File: src/rtl/cfg_xlate_pkg.sv
package cfg_xlate_pkg;

    localparam int ADDR_W    = 24;
    localparam int BUS_W     = 8;
    localparam int DEV_W     = 5;
    localparam int FN_W      = 3;
    localparam int REG_W     = 6;
    localparam int OFF_W     = 2;
    localparam int AD_W      = 32;
    localparam int BE_W      = 4;
    localparam int IDSEL_LSB = 11;
    localparam int SEL_W     = 3;

    // highest device number that still owns an IDSEL line
    localparam int MAX_IDSEL_DEV = AD_W - 1 - IDSEL_LSB;

    // bridge-owned device and function numbers
    localparam logic [DEV_W-1:0] HOST_DEV = 5'd0;
    localparam logic [DEV_W-1:0] P2P_DEV  = 5'd1;
    localparam logic [FN_W-1:0]  BASE_FN  = 3'd0;
    localparam logic [FN_W-1:0]  TUNE_FN  = 3'd1;

    typedef enum logic [1:0] {
        SZ_BYTE  = 2'd0,
        SZ_WORD  = 2'd1,
        SZ_DWORD = 2'd2,
        SZ_BAD   = 2'd3
    } size_e;

    typedef enum logic [2:0] {
        RT_EXT      = 3'd0,
        RT_HOST     = 3'd1,
        RT_TUNE     = 3'd2,
        RT_P2P      = 3'd3,
        RT_ABORT    = 3'd4,
        RT_TUNE_HDR = 3'd5,
        RT_IGNORE   = 3'd6,
        RT_MISALIGN = 3'd7
    } route_e;

    // field layout matches the logical address word, msb first
    typedef struct packed {
        logic [BUS_W-1:0] bus;
        logic [DEV_W-1:0] dev;
        logic [FN_W-1:0]  fn;
        logic [REG_W-1:0] dw;
        logic [OFF_W-1:0] off;
    } cfg_addr_t;

    typedef struct packed {
        logic             valid;
        route_e           route;
        logic             write;
        logic             err;
        logic             ones;
        logic [BE_W-1:0]  be;
        logic             ext_valid;
        logic             ext_type1;
        logic [AD_W-1:0]  ad;
        logic [SEL_W-1:0] sel;
    } cfg_rsp_t;

    // lane mask of an access size before shifting by the offset
    function automatic logic [BE_W-1:0] lane_mask(size_e sz);
        case (sz)
            SZ_BYTE:  return 4'b0001;
            SZ_WORD:  return 4'b0011;
            SZ_DWORD: return 4'b1111;
            default:  return 4'b0000;
        endcase
    endfunction

    // natural alignment: offset bits below the size must be zero
    function automatic logic is_aligned(size_e sz, logic [OFF_W-1:0] off);
        case (sz)
            SZ_BYTE:  return 1'b1;
            SZ_WORD:  return ~off[0];
            SZ_DWORD: return off == '0;
            default:  return 1'b0;
        endcase
    endfunction

    function automatic logic [SEL_W-1:0] route_sel(route_e rt);
        case (rt)
            RT_HOST: return 3'b001;
            RT_TUNE: return 3'b010;
            RT_P2P:  return 3'b100;
            default: return 3'b000;
        endcase
    endfunction

endpackage

File: src/rtl/cfg_align_chk.sv
module cfg_align_chk
    import cfg_xlate_pkg::*;
(
    input  size_e            size,
    input  logic [OFF_W-1:0] off,
    output logic [BE_W-1:0]  be,
    output logic             bad
);
    logic ok;

    always_comb begin
        ok  = is_aligned(size, off);
        bad = ~ok;
        be  = ok ? (lane_mask(size) << off) : '0;
    end

endmodule

File: src/rtl/cfg_target_dec.sv
module cfg_target_dec
    import cfg_xlate_pkg::*;
#(
    parameter int HDR_DWORDS = 16
) (
    input  cfg_addr_t        addr,
    input  logic             write,
    input  logic             tune_en,
    input  logic             bad,
    output route_e           route,
    output logic [SEL_W-1:0] sel,
    output logic             ones
);
    localparam logic [REG_W-1:0] HDR_LIMIT = REG_W'(HDR_DWORDS);

    logic on_bus0;
    logic is_host_dev;
    logic is_p2p_dev;
    logic has_idsel;

    always_comb begin
        on_bus0     = addr.bus == '0;
        is_host_dev = addr.dev == HOST_DEV;
        is_p2p_dev  = addr.dev == P2P_DEV;
        has_idsel   = addr.dev <= DEV_W'(MAX_IDSEL_DEV);

        if (bad) begin
            route = RT_MISALIGN;
        end else if (!on_bus0) begin
            route = RT_EXT;
        end else if (is_host_dev) begin
            if (addr.fn == BASE_FN)
                route = RT_HOST;
            else if (addr.fn == TUNE_FN)
                route = !tune_en            ? RT_IGNORE :
                        (addr.dw < HDR_LIMIT) ? RT_TUNE_HDR : RT_TUNE;
            else
                route = RT_ABORT;
        end else if (is_p2p_dev) begin
            route = (addr.fn == BASE_FN) ? RT_P2P : RT_ABORT;
        end else if (!has_idsel) begin
            route = RT_ABORT;
        end else begin
            route = RT_EXT;
        end

        sel  = route_sel(route);
        ones = ~write & ((route == RT_ABORT) | (route == RT_TUNE_HDR));
    end

endmodule

File: src/rtl/cfg_ad_build.sv
module cfg_ad_build
    import cfg_xlate_pkg::*;
(
    input  cfg_addr_t       addr,
    input  route_e          route,
    output logic            ext_valid,
    output logic            ext_type1,
    output logic [AD_W-1:0] ad
);
    localparam int IDSEL_N = AD_W - IDSEL_LSB;

    logic [IDSEL_N-1:0] idsel;
    logic [AD_W-1:0]    ad_t0;
    logic [AD_W-1:0]    ad_t1;

    // one comparator per IDSEL line
    for (genvar b = 0; b < IDSEL_N; b++) begin : g_idsel
        assign idsel[b] = addr.dev == DEV_W'(b);
    end

    always_comb begin
        ad_t0 = {idsel, addr.fn, addr.dw, 2'b00};
        ad_t1 = {{(AD_W - ADDR_W){1'b0}}, addr.bus, addr.dev, addr.fn, addr.dw, 2'b01};

        ext_valid = route == RT_EXT;
        ext_type1 = ext_valid & (addr.bus != '0);
        if (!ext_valid)
            ad = '0;
        else if (ext_type1)
            ad = ad_t1;
        else
            ad = ad_t0;
    end

endmodule

File: src/rtl/cfg_xlate.sv
module cfg_xlate
    import cfg_xlate_pkg::*;
#(
    parameter int HDR_DWORDS = 16
) (
    input  logic        clk,
    input  logic        rst,
    input  logic        req_valid,
    input  logic [23:0] req_addr,
    input  logic        req_write,
    input  logic [1:0]  req_size,
    input  logic        f1_enable,
    output logic        rsp_valid,
    output logic [2:0]  rsp_route,
    output logic        rsp_write,
    output logic        rsp_err,
    output logic        rsp_ones,
    output logic [3:0]  rsp_be,
    output logic        ext_valid,
    output logic        ext_type1,
    output logic [31:0] ext_ad,
    output logic [2:0]  int_sel
);
    cfg_addr_t        addr;
    size_e            size;
    logic [BE_W-1:0]  be_c;
    logic             bad_c;
    route_e           route_c;
    logic [SEL_W-1:0] sel_c;
    logic             ones_c;
    logic             xv_c;
    logic             xt1_c;
    logic [AD_W-1:0]  ad_c;
    cfg_rsp_t         nxt;
    cfg_rsp_t         rsp_q;

    assign addr = cfg_addr_t'(req_addr);
    assign size = size_e'(req_size);

    cfg_align_chk u_align (
        .size (size),
        .off  (addr.off),
        .be   (be_c),
        .bad  (bad_c)
    );

    cfg_target_dec #(.HDR_DWORDS(HDR_DWORDS)) u_dec (
        .addr    (addr),
        .write   (req_write),
        .tune_en (f1_enable),
        .bad     (bad_c),
        .route   (route_c),
        .sel     (sel_c),
        .ones    (ones_c)
    );

    cfg_ad_build u_ad (
        .addr      (addr),
        .route     (route_c),
        .ext_valid (xv_c),
        .ext_type1 (xt1_c),
        .ad        (ad_c)
    );

    always_comb begin
        nxt = '0;
        if (req_valid) begin
            nxt.valid     = 1'b1;
            nxt.route     = route_c;
            nxt.write     = req_write;
            nxt.err       = bad_c;
            nxt.ones      = ones_c;
            nxt.be        = be_c;
            nxt.ext_valid = xv_c;
            nxt.ext_type1 = xt1_c;
            nxt.ad        = ad_c;
            nxt.sel       = sel_c;
        end
    end

    always_ff @(posedge clk) begin
        if (rst)
            rsp_q <= '0;
        else
            rsp_q <= nxt;
    end

    assign rsp_valid = rsp_q.valid;
    assign rsp_route = rsp_q.route;
    assign rsp_write = rsp_q.write;
    assign rsp_err   = rsp_q.err;
    assign rsp_ones  = rsp_q.ones;
    assign rsp_be    = rsp_q.be;
    assign ext_valid = rsp_q.ext_valid;
    assign ext_type1 = rsp_q.ext_type1;
    assign ext_ad    = rsp_q.ad;
    assign int_sel   = rsp_q.sel;

endmodule

File: config.mk
export PLATFORM = sky130hd
export DESIGN_NAME = cfg_xlate
export DESIGN_NICKNAME = d
export VERILOG_FILES = /design/src/rtl/cfg_xlate_pkg.sv /design/src/rtl/cfg_align_chk.sv /design/src/rtl/cfg_target_dec.sv /design/src/rtl/cfg_ad_build.sv /design/src/rtl/cfg_xlate.sv
export SDC_FILE = /design/constraint.sdc
export NUM_CORES = 1
export LEC_CHECK = 0
export ABC_AREA = 1
export BUFFER_PORTS_ARGS = -buffer_cell sky130_fd_sc_hd__buf_4
export CAP_MARGIN = 20
export CELL_PAD_IN_SITES_DETAIL_PLACEMENT = 1
export CELL_PAD_IN_SITES_GLOBAL_PLACEMENT = 2
export CORE_MARGIN = 1
export CORE_UTILIZATION = 27
export CTS_CLUSTER_SIZE = 20
export DETAILED_ROUTE_END_ITERATION = 16
export GPL_TIMING_DRIVEN = 0
export HOLD_SLACK_MARGIN = 0.08
export PLACE_DENSITY = 0.79
export SLEW_MARGIN = 20
export SYNTH_ARGS = -nofsm -noshare
export SYNTH_HDL_FRONTEND = slang
export SYNTH_SLANG_ARGS = --single-unit
export TNS_END_PERCENT = 50
File: constraint.sdc
create_clock -name clk -period 3.6 [get_ports clk]
set_input_delay 0.72 -clock clk [delete_from_list [all_inputs] [get_ports clk]]
set_output_delay 0.72 -clock clk [all_outputs]
set_load 0.05 [all_outputs]
==> run_results.csv, run 1 <==
group,metric,value,unit
yosys,syn_nets,282,
yosys,synth-seq-cells,47,
power,net-switching-power,0.000284,W
flow_run,maxCapViolCount,0,
power,combinationalPowerShare,16.7,%
yosys,synth-warning-count,0,
floorplanning,floorplan.initialDensity,28.2,%
grt,grt_max_degree,14,
route,drtIter0Drc,40,
cells_and_area,fillers,876,
cells_and_area,final_cell_mix,"buf_4 (78), dfxtp_1 (47), inv_1 (39)",
placed_design,finalWeightedCongestion,0.815,
yosys,synth.yosys.seq_area_share,48.8,%
critical_path,crit_family,"buffers and inverters",
timing,rsz0062_at_grt,"no",
grt,grt_pass1_vias,1766,
cells_and_area,drive_gt1_share,33.6,%
timing,period_minus_slack,2.19,ns
timing,fmax,457,MHz
outcome,outcome,"finished, final reports clean",
floorplanning,io_pins,79,
power,power_density,374,mW/mm^2
critical_path,crit_type,"input port to flop",
grt,grt_pass1_wl,8.34,mm
route,drt_first_pass_iters,4,
clock_tree,cts_hold_buf,0,
clock_tree,cts_tree,"built",
grt,grt_overflow,0,
placed_design,portBuffers,76,
route,vias,1758,
yosys,ys_types,29,
floorplanning,dieArea,0.00748,sq mm
cells_and_area,nNetsFinal,365,
clock_tree,htree_levels,2,
power,p_sw_share,28.2,%
clock_tree,cts_sinks,47,
power,clkPwrFrac,30.4,%
floorplanning,dieWidth,86.5,um
route,vias_per_cell,4.13,
floorplanning,num_rows,30,
power,intPower,0.000724,W
yosys,postSynthAreaPerCell,7.83,sq um
clock_tree,postCtsSetupBuffers,0,
timing,hold_viol,0,
clock_tree,path_clk_slew,0.08,ns
route,drt_wl_total,5.07,mm
critical_path,critPathMaxFanout,10,
critical_path,cp_cell_sequence,"buf_4 > ha_1 > nor2_1 > inv_1 > o21ai_2 > clkbuf_1 > nand3_1 > a21oi_1",
clock_tree,cts_buffer_depth,2,
cells_and_area,final_common_cell,"buf_4",
yosys,netlist_area,0.00193,sq mm
timing,slew_viol_final,0,
placed_design,place_ws,1.05,ns
critical_path,cp_slowest_cell,"clkbuf_1",
floorplanning,die_h,86.5,um
clock_tree,cts_made_buffers,5,
grt,antenna_found_initial,0,
critical_path,startpoint_type,"input port",
route,drc_errors,0,
timing,setup_ws,1.41,ns
critical_path,cp.arrival,2.42,ns
timing,fin_tns_setup,0,ns
critical_path,slowest_delay,0.45,ns
power,p_leak,1.33,nW
cells_and_area,area_growth,40.1,%
floorplanning,core-area,0.00683,sq mm
power,ir_worst_vdd,0.000124,V
timing,min_period_over_period,60.8,%
power,pwr-share-seq,52.9,%
yosys,synth_cells,246,
cells_and_area,insertedDiodeCount,0,
clock_tree,clk_root_buffer_cell,"clkbuf_8",
timing,finalSetupViolCount,0,
route,wire_per_inst,11.9,um
clock_tree,cts_resized,0,
critical_path,end_kind,"flop",
critical_path,worst-path-buf-inv,3,
route,postRouteAntennaNets,0,
min_path,hold_class,"input port to flop",
placed_design,dp_hpwl,4.02,mm
critical_path,cp.required,3.83,ns
grt,grt_use_total,14.6,%
[registers in the layout (all words and copies together) (netlist names)]
signal,count
ext_type1,1
rsp_be,4
ext_valid,1
int_sel,3
ext_ad,31
rsp_route,3
rsp_ones,1
rsp_write,1
rsp_err,1
rsp_valid,1
[logic make-up after synthesis]
group           count (synthesis)  share of synthesized area, %
simple gates                  122                          30.9
buf+inv                        50                          10.6
compound gates                 21                          6.17
other cells                     1                         0.195
flops                          47                          48.8
fa+ha+maj                       5                          3.25
[layer usage]
layer  track usage [%]  up-vias  wire length (um)
met5                 0        -                 0
met4              4.85        0                31
met3              3.90        4               261
met2              23.8       50              2340
met1              18.8      785              2440
li1                  -      919                 -
[through the flow]
step	hold WS (ns)	cell area [sq um]	util [%]	std cells	total power [W]
2_1_floorplan	0.798	1930	-	246	0.000649
3_3_place_gp	0.899	2620	38.3	418	0.000714
3_5_place_dp	0.900	2620	38.3	418	0.000716
4_1_cts	0.576	2700	39.5	426	0.00102
5_1_grt	0.575	2700	39.5	426	0.00106
6_report	0.589	2700	39.5	426	0.00101
[cells in the mapped netlist, drive strengths merged]
library cell  count  area (sq um)
or2               1          6.26
inv              43           164
clkinv            1          3.75
dfxtp            47           941
ha                5          62.6
nor2             46           224
nand3            23           138
o21ai             3          18.8
a21oi            16          83.8
conb              1          3.75
buf               3          26.3
a211oi            1          7.51
nand4             4          25.0
clkbuf            3          11.3
a221oi            1          8.76
nor3              8          40.0
nand2            40           163
[power groups by stage]
stage	Clock, W	Sequential (W)	Combinational, W
CTS	0.000321	0.000533	0.000171
global route	0.000344	0.000534	0.000185
global placement	0	0.000545	0.000169
floorplan	0	0.000584	0.0000658
detailed placement	0	0.000545	0.000170
finish	0.000307	0.000533	0.000168
[worst paths after layout]
path / from / endpoint / slack (ns) / depth (start not counted)
worst max-delay path: req_size[0] / ext_ad[16]$_SDFF_PP0_ / 1.41 / 8
worst min-delay path: req_write / rsp_ones$_SDFF_PP0_ / 0.59 / 2
[cell type report]
class                           instances  area [sq um]  area share [%]
Multi-Input combinational cell        149           781            28.9
Clock buffer                            7          76.3            2.83
Tap cell                               96           120            4.45
Sequential cell                        47           941            34.9
Inverter                               44           168            6.21
Timing Repair Buffer                   76           571            21.1
Clock inverter                          1          5.00           0.185
Buffer                                  6          37.5            1.39
(Power assumes the default switching activity.)
==> run 2, diff against run 1 <==
--- a/config.mk
+++ b/config.mk
@@ -11,12 +11,12 @@
 export CELL_PAD_IN_SITES_DETAIL_PLACEMENT = 1
 export CELL_PAD_IN_SITES_GLOBAL_PLACEMENT = 2
 export CORE_MARGIN = 1
-export CORE_UTILIZATION = 27
+export CORE_UTILIZATION = 23
 export CTS_CLUSTER_SIZE = 20
 export DETAILED_ROUTE_END_ITERATION = 16
 export GPL_TIMING_DRIVEN = 0
 export HOLD_SLACK_MARGIN = 0.08
-export PLACE_DENSITY = 0.79
+export PLACE_DENSITY = 0.72
 export SLEW_MARGIN = 20
 export SYNTH_ARGS = -nofsm -noshare
 export SYNTH_HDL_FRONTEND = slang
==> constraint.sdc (replaced) <==
create_clock -name clk -period 1.95 [get_ports clk]
set_input_delay 0.39 -clock clk [delete_from_list [all_inputs] [get_ports clk]]
set_output_delay 0.39 -clock clk [all_outputs]
set_load 0.05 [all_outputs]
==> run_results.csv, run 2 (same netlist as run 1, synthesis figures left out) <==
group,metric,value,unit
placed_design,place_ws,-0.279,ns
timing,min_period_over_period,91.5,%
route,wire_per_inst,12.0,um
power,intPower,0.00133,W
timing,rsz0062_at_grt,"no",
clock_tree,cts_tree,"built",
floorplanning,die_h,93.5,um
route,drc_errors,0,
min_path,hold_class,"input port to flop",
clock_tree,cts_buffer_depth,2,
floorplanning,dieArea,0.00875,sq mm
cells_and_area,fillers,1043,
clock_tree,cts_made_buffers,5,
floorplanning,io_pins,79,
route,postRouteAntennaNets,0,
route,drtIter0Drc,40,
critical_path,slowest_delay,0.41,ns
grt,grt_use_total,12.4,%
power,p_sw_share,27.7,%
cells_and_area,design_area,0.00270,sq mm
power,pwr-share-seq,53.7,%
critical_path,startpoint_type,"input port",
route,drt_wl_total,5.22,mm
min_path,holdPathStages,2,
critical_path,cp_cell_sequence,"buf_4 > ha_1 > nor2_1 > inv_1 > o21ai_2 > nand2_1 > clkbuf_2 > nand4_1 > a21oi_2",
power,power_density,678,mW/mm^2
placed_design,finalWeightedCongestion,0.788,
grt,antenna_found_initial,0,
timing,fmax,560,MHz
clock_tree,clk_root_buffer_cell,"clkbuf_8",
critical_path,cp_slowest_cell,"o21ai_2",
cells_and_area,nNetsFinal,365,
route,vias_per_cell,4.08,
min_path,hold_end,"rsp_ones$_SDFF_PP0_",
power,combinationalPowerShare,17.1,%
floorplanning,core-area,0.00818,sq mm
clock_tree,path_clk_slew,0.08,ns
critical_path,critPathMaxFanout,10,
timing,finalSetupViolCount,0,
clock_tree,cts_sinks,47,
placed_design,dp_hpwl,4.14,mm
critical_path,cp.arrival,1.98,ns
cells_and_area,largest_reg_flops,31,
grt,grt_max_degree,13,
critical_path,crit_type,"input port to flop",
floorplanning,floorplan.initialDensity,23.6,%
cells_and_area,final_cell_mix,"buf_4 (78), dfxtp_1 (47), inv_1 (39)",
placed_design,portBuffers,76,
grt,grt_overflow,0,
power,net-switching-power,0.000507,W
power,ir_worst_vdd,0.000198,V
min_path,hp-start,"req_write",
route,drt_first_pass_iters,4,
cells_and_area,insertedDiodeCount,0,
timing,holdWs,0.260,ns
placed_design,place_area,0.00263,sq mm
cells_and_area,final_common_cell,"buf_4",
timing,period_minus_slack,1.78,ns
critical_path,crit_family,"compound AO/OA/AOI/OAI gates",
flow_run,maxCapViolCount,0,
cells_and_area,drive_gt1_share,34.1,%
floorplanning,dieWidth,93.5,um
timing,fin_tns_setup,0,ns
cells_and_area,utilization,33.1,%
floorplanning,num_rows,33,
route,vias,1765,
timing,setup_ws,0.165,ns
critical_path,cp.required,2.14,ns
timing,hold_viol,0,
power,clkPwrFrac,29.2,%
grt,grt_pass1_wl,8.26,mm
critical_path,crit_path_start,"req_size[0]",
timing,slew_viol_final,0,
clock_tree,htree_levels,2,
critical_path,end_kind,"flop",
grt,grt_pass1_vias,1741,
critical_path,worst-path-buf-inv,3,
power,p_leak,1.33,nW
cells_and_area,area_growth,40.3,%
outcome,outcome,"finished, final reports clean",
==> run 2: changes by cell type in the layout (fill, tap and decap cells not counted) <==
cell and delta:
clkbuf_2 +2, clkbuf_1 -3, clkinv_2 -1
==> run 2: final cells by class <==
class                      count  area, sq um  share of cell area [%]
timing repair buffer          76          571                    21.1
clock buffer                   6         72.6                    2.68
multi-input combinational    149          781                    28.9
sequential                    47          941                    34.8
inverter                      44          168                    6.20
tap                          105          131                    4.86
buffer                         6         40.0                    1.48
==> run 2: repair_timing <==
item	CTS	global route
gates resized for setup	0	4
endpoints found under the setup margin	0	10
hold buffers	0	0
hold endpoints to repair	0	0
setup buffers	0	0
==> run 2: power groups by stage <==
stage                     clock [W]  combinational (W)  sequential (W)
after floorplan                   0           0.000121         0.00108
after CTS                  0.000571           0.000317        0.000984
final                      0.000535           0.000312        0.000984
after detailed placement          0           0.000316         0.00101
after global placement            0           0.000313         0.00101
after global routing       0.000610           0.000343        0.000986
==> run 2: per-stage QoR <==
| stage | cells | total power [W] |
|---|---|---|
| finish | 433 | 0.00183 |
| global route | 433 | 0.00194 |
| CTS | 433 | 0.00187 |
| detailed placement | 427 | 0.00132 |
| global placement | 427 | 0.00132 |
| floorplan | 246 | 0.00120 |
==> run 2: how the worst max path moves through the flow <==
stage	end	depth (start not counted)
finish	ext_ad[22]$_SDFF_PP0_	9
global route	ext_ad[22]$_SDFF_PP0_	9
CTS	ext_ad[22]$_SDFF_PP0_	8
detailed placement	ext_ad[22]$_SDFF_PP0_	8
global placement	ext_ad[22]$_SDFF_PP0_	9
floorplan	ext_ad[22]$_SDFF_PP0_	9
==> run 2: routing by layer <==
layer	track usage (%)	vias up	part of all wire (%)
met5	0	-	0
met4	4.62	0	1.4
met3	3.25	5	6.2
met2	20.6	52	47
met1	15.2	791	46
li1	-	917	-
==> run 3, diff against run 2 <==
--- a/config.mk
+++ b/config.mk
@@ -17,6 +17,7 @@
 export GPL_TIMING_DRIVEN = 0
 export HOLD_SLACK_MARGIN = 0.08
 export PLACE_DENSITY = 0.72
+export REMOVE_ABC_BUFFERS = 1
 export SLEW_MARGIN = 20
 export SYNTH_ARGS = -nofsm -noshare
 export SYNTH_HDL_FRONTEND = slang
==> run_results.csv, run 3 (same netlist as run 1, synthesis figures left out) <==
group,metric,value,unit
grt,busiest_layer,"met2",
cells_and_area,final_cell_mix,"buf_4 (80), dfxtp_1 (47), inv_1 (39)",
timing,fmax,620,MHz
route,drtIter0Drc,32,
cells_and_area,instances_no_fill,433,
route,drc_errors,0,
clock_tree,clk_root_buffer_cell,"clkbuf_8",
power,ir_worst_vdd,0.000231,V
critical_path,crit_type,"input port to flop",
grt,antenna_found_initial,0,
grt,grt_max_degree,19,
clock_tree,cts_buffer_depth,2,
grt,grt_pass1_vias,1762,
route,drt_first_pass_iters,4,
grt,met1_usage,16.0,%
flow_run,maxCapViolCount,0,
power,p_leak,1.34,nW
placed_design,dp_hpwl,3.98,mm
timing,finalSetupViolCount,0,
timing,slew_viol_final,0,
grt,grt_util_met2,19.8,%
grt,grt_overflow,0,
cells_and_area,design_area,0.00272,sq mm
cells_and_area,area_growth,41.2,%
timing,rsz0062_at_grt,"no",
timing,holdWs,0.259,ns
timing,min_period_over_period,82.7,%
cells_and_area,final_common_cell,"buf_4",
floorplanning,floorplan.initialDensity,23.6,%
critical_path,cp.required,2.18,ns
route,postRouteAntennaNets,0,
cells_and_area,nNetsFinal,363,
route,wire_per_inst,11.8,um
route,drt_wl_total,5.13,mm
route,vias_per_cell,4.11,
cells_and_area,largest_reg_flops,31,
floorplanning,io_pins,79,
grt,grt_pass1_wl,8.27,mm
placed_design,place_area,0.00260,sq mm
floorplanning,dieWidth,93.5,um
floorplanning,num_rows,33,
critical_path,cp.arrival,1.84,ns
grt,grt_use_total,12.3,%
clock_tree,cts_made_buffers,5,
cells_and_area,utilization,33.3,%
clock_tree,path_clk_slew,0.08,ns
placed_design,placedCellCount,422,
floorplanning,core-area,0.00818,sq mm
clock_tree,htree_levels,2,
outcome,outcome,"finished, final reports clean",
timing,hold_viol,0,
route,vias,1779,
power,power_density,691,mW/mm^2
placed_design,finalWeightedCongestion,0.799,
placed_design,portBuffers,77,
critical_path,startpoint_type,"input port",
cells_and_area,insertedDiodeCount,0,
floorplanning,dieArea,0.00875,sq mm
min_path,hold_class,"input port to flop",
clock_tree,cts_sinks,47,
critical_path,critPathMaxFanout,18,
clock_tree,cts_tree,"built",
clock_tree,cts_hold_buf,0,
timing,fin_tns_setup,0,ns
cells_and_area,drive_gt1_share,35.4,%
floorplanning,die_h,93.5,um
timing,period_minus_slack,1.61,ns
critical_path,end_kind,"flop",
grt,grtUsageMet3,1.79,%
-- run 3: final timing paths --
check              startpoint               endpoint  slack [ns]  cells after the start
setup / recovery  req_size[0]  ext_ad[15]$_SDFF_PP0_        0.34                     10
hold / removal      req_write    rsp_ones$_SDFF_PP0_        0.26                      2
-- run 3: layer usage --
| metal | wire length, um | share of wire (%) |
|---|---|---|
| met1 | 2420 | 47 |
| met2 | 2400 | 47 |
| met3 | 248 | 4.8 |
| met4 | 58 | 1.1 |
| met5 | 0 | 0 |
-- run 3: stage by stage --
stage	power [W]	setup slack, ns
2_1_floorplan	0.00119	-0.0275
3_3_place_gp	0.00131	-0.890
3_5_place_dp	0.00132	-0.935
4_1_cts	0.00191	0.103
5_1_grt	0.00198	0.191
6_report	0.00188	0.338
-- run 3: what timing repair did --
item | in CTS | in global routing
gates resized for setup | 3 | 1
buffers inserted | 3 | 0
endpoints found under the setup margin | 33 | 8
pin swaps | 1 | 0
-- run 3: power by group --
part	total [W]	switching [W]	leakage, nW	internal, W
registers	0.000984	0.00000545	0.381	0.000979
clock network	0.000578	0.000327	0.0412	0.000251
logic	0.000316	0.000207	0.915	0.000110
total	0.00188	0.000539	1.34	0.00134
-- run 3: layout make-up --
class / instances / area [sq um]
fill: 1012 / 5460
sequential: 47 / 941
multi-input combinational: 149 / 793
timing repair buffer: 80 / 601
inverter: 44 / 169
tap: 105 / 131
clock buffer: 6 / 72.6
clock inverter: 2 / 12.5
-- run 3: worst max-delay path, stage by stage --
cell,delay [ns]
buf_4,0.12
ha_1,0.22
nor2_1,0.11
inv_1,0.09
o21ai_4,0.18
buf_4,0.17
nand3_4,0.10
nor2_8,0.17
inv_4,0.14
a21oi_1,0.15
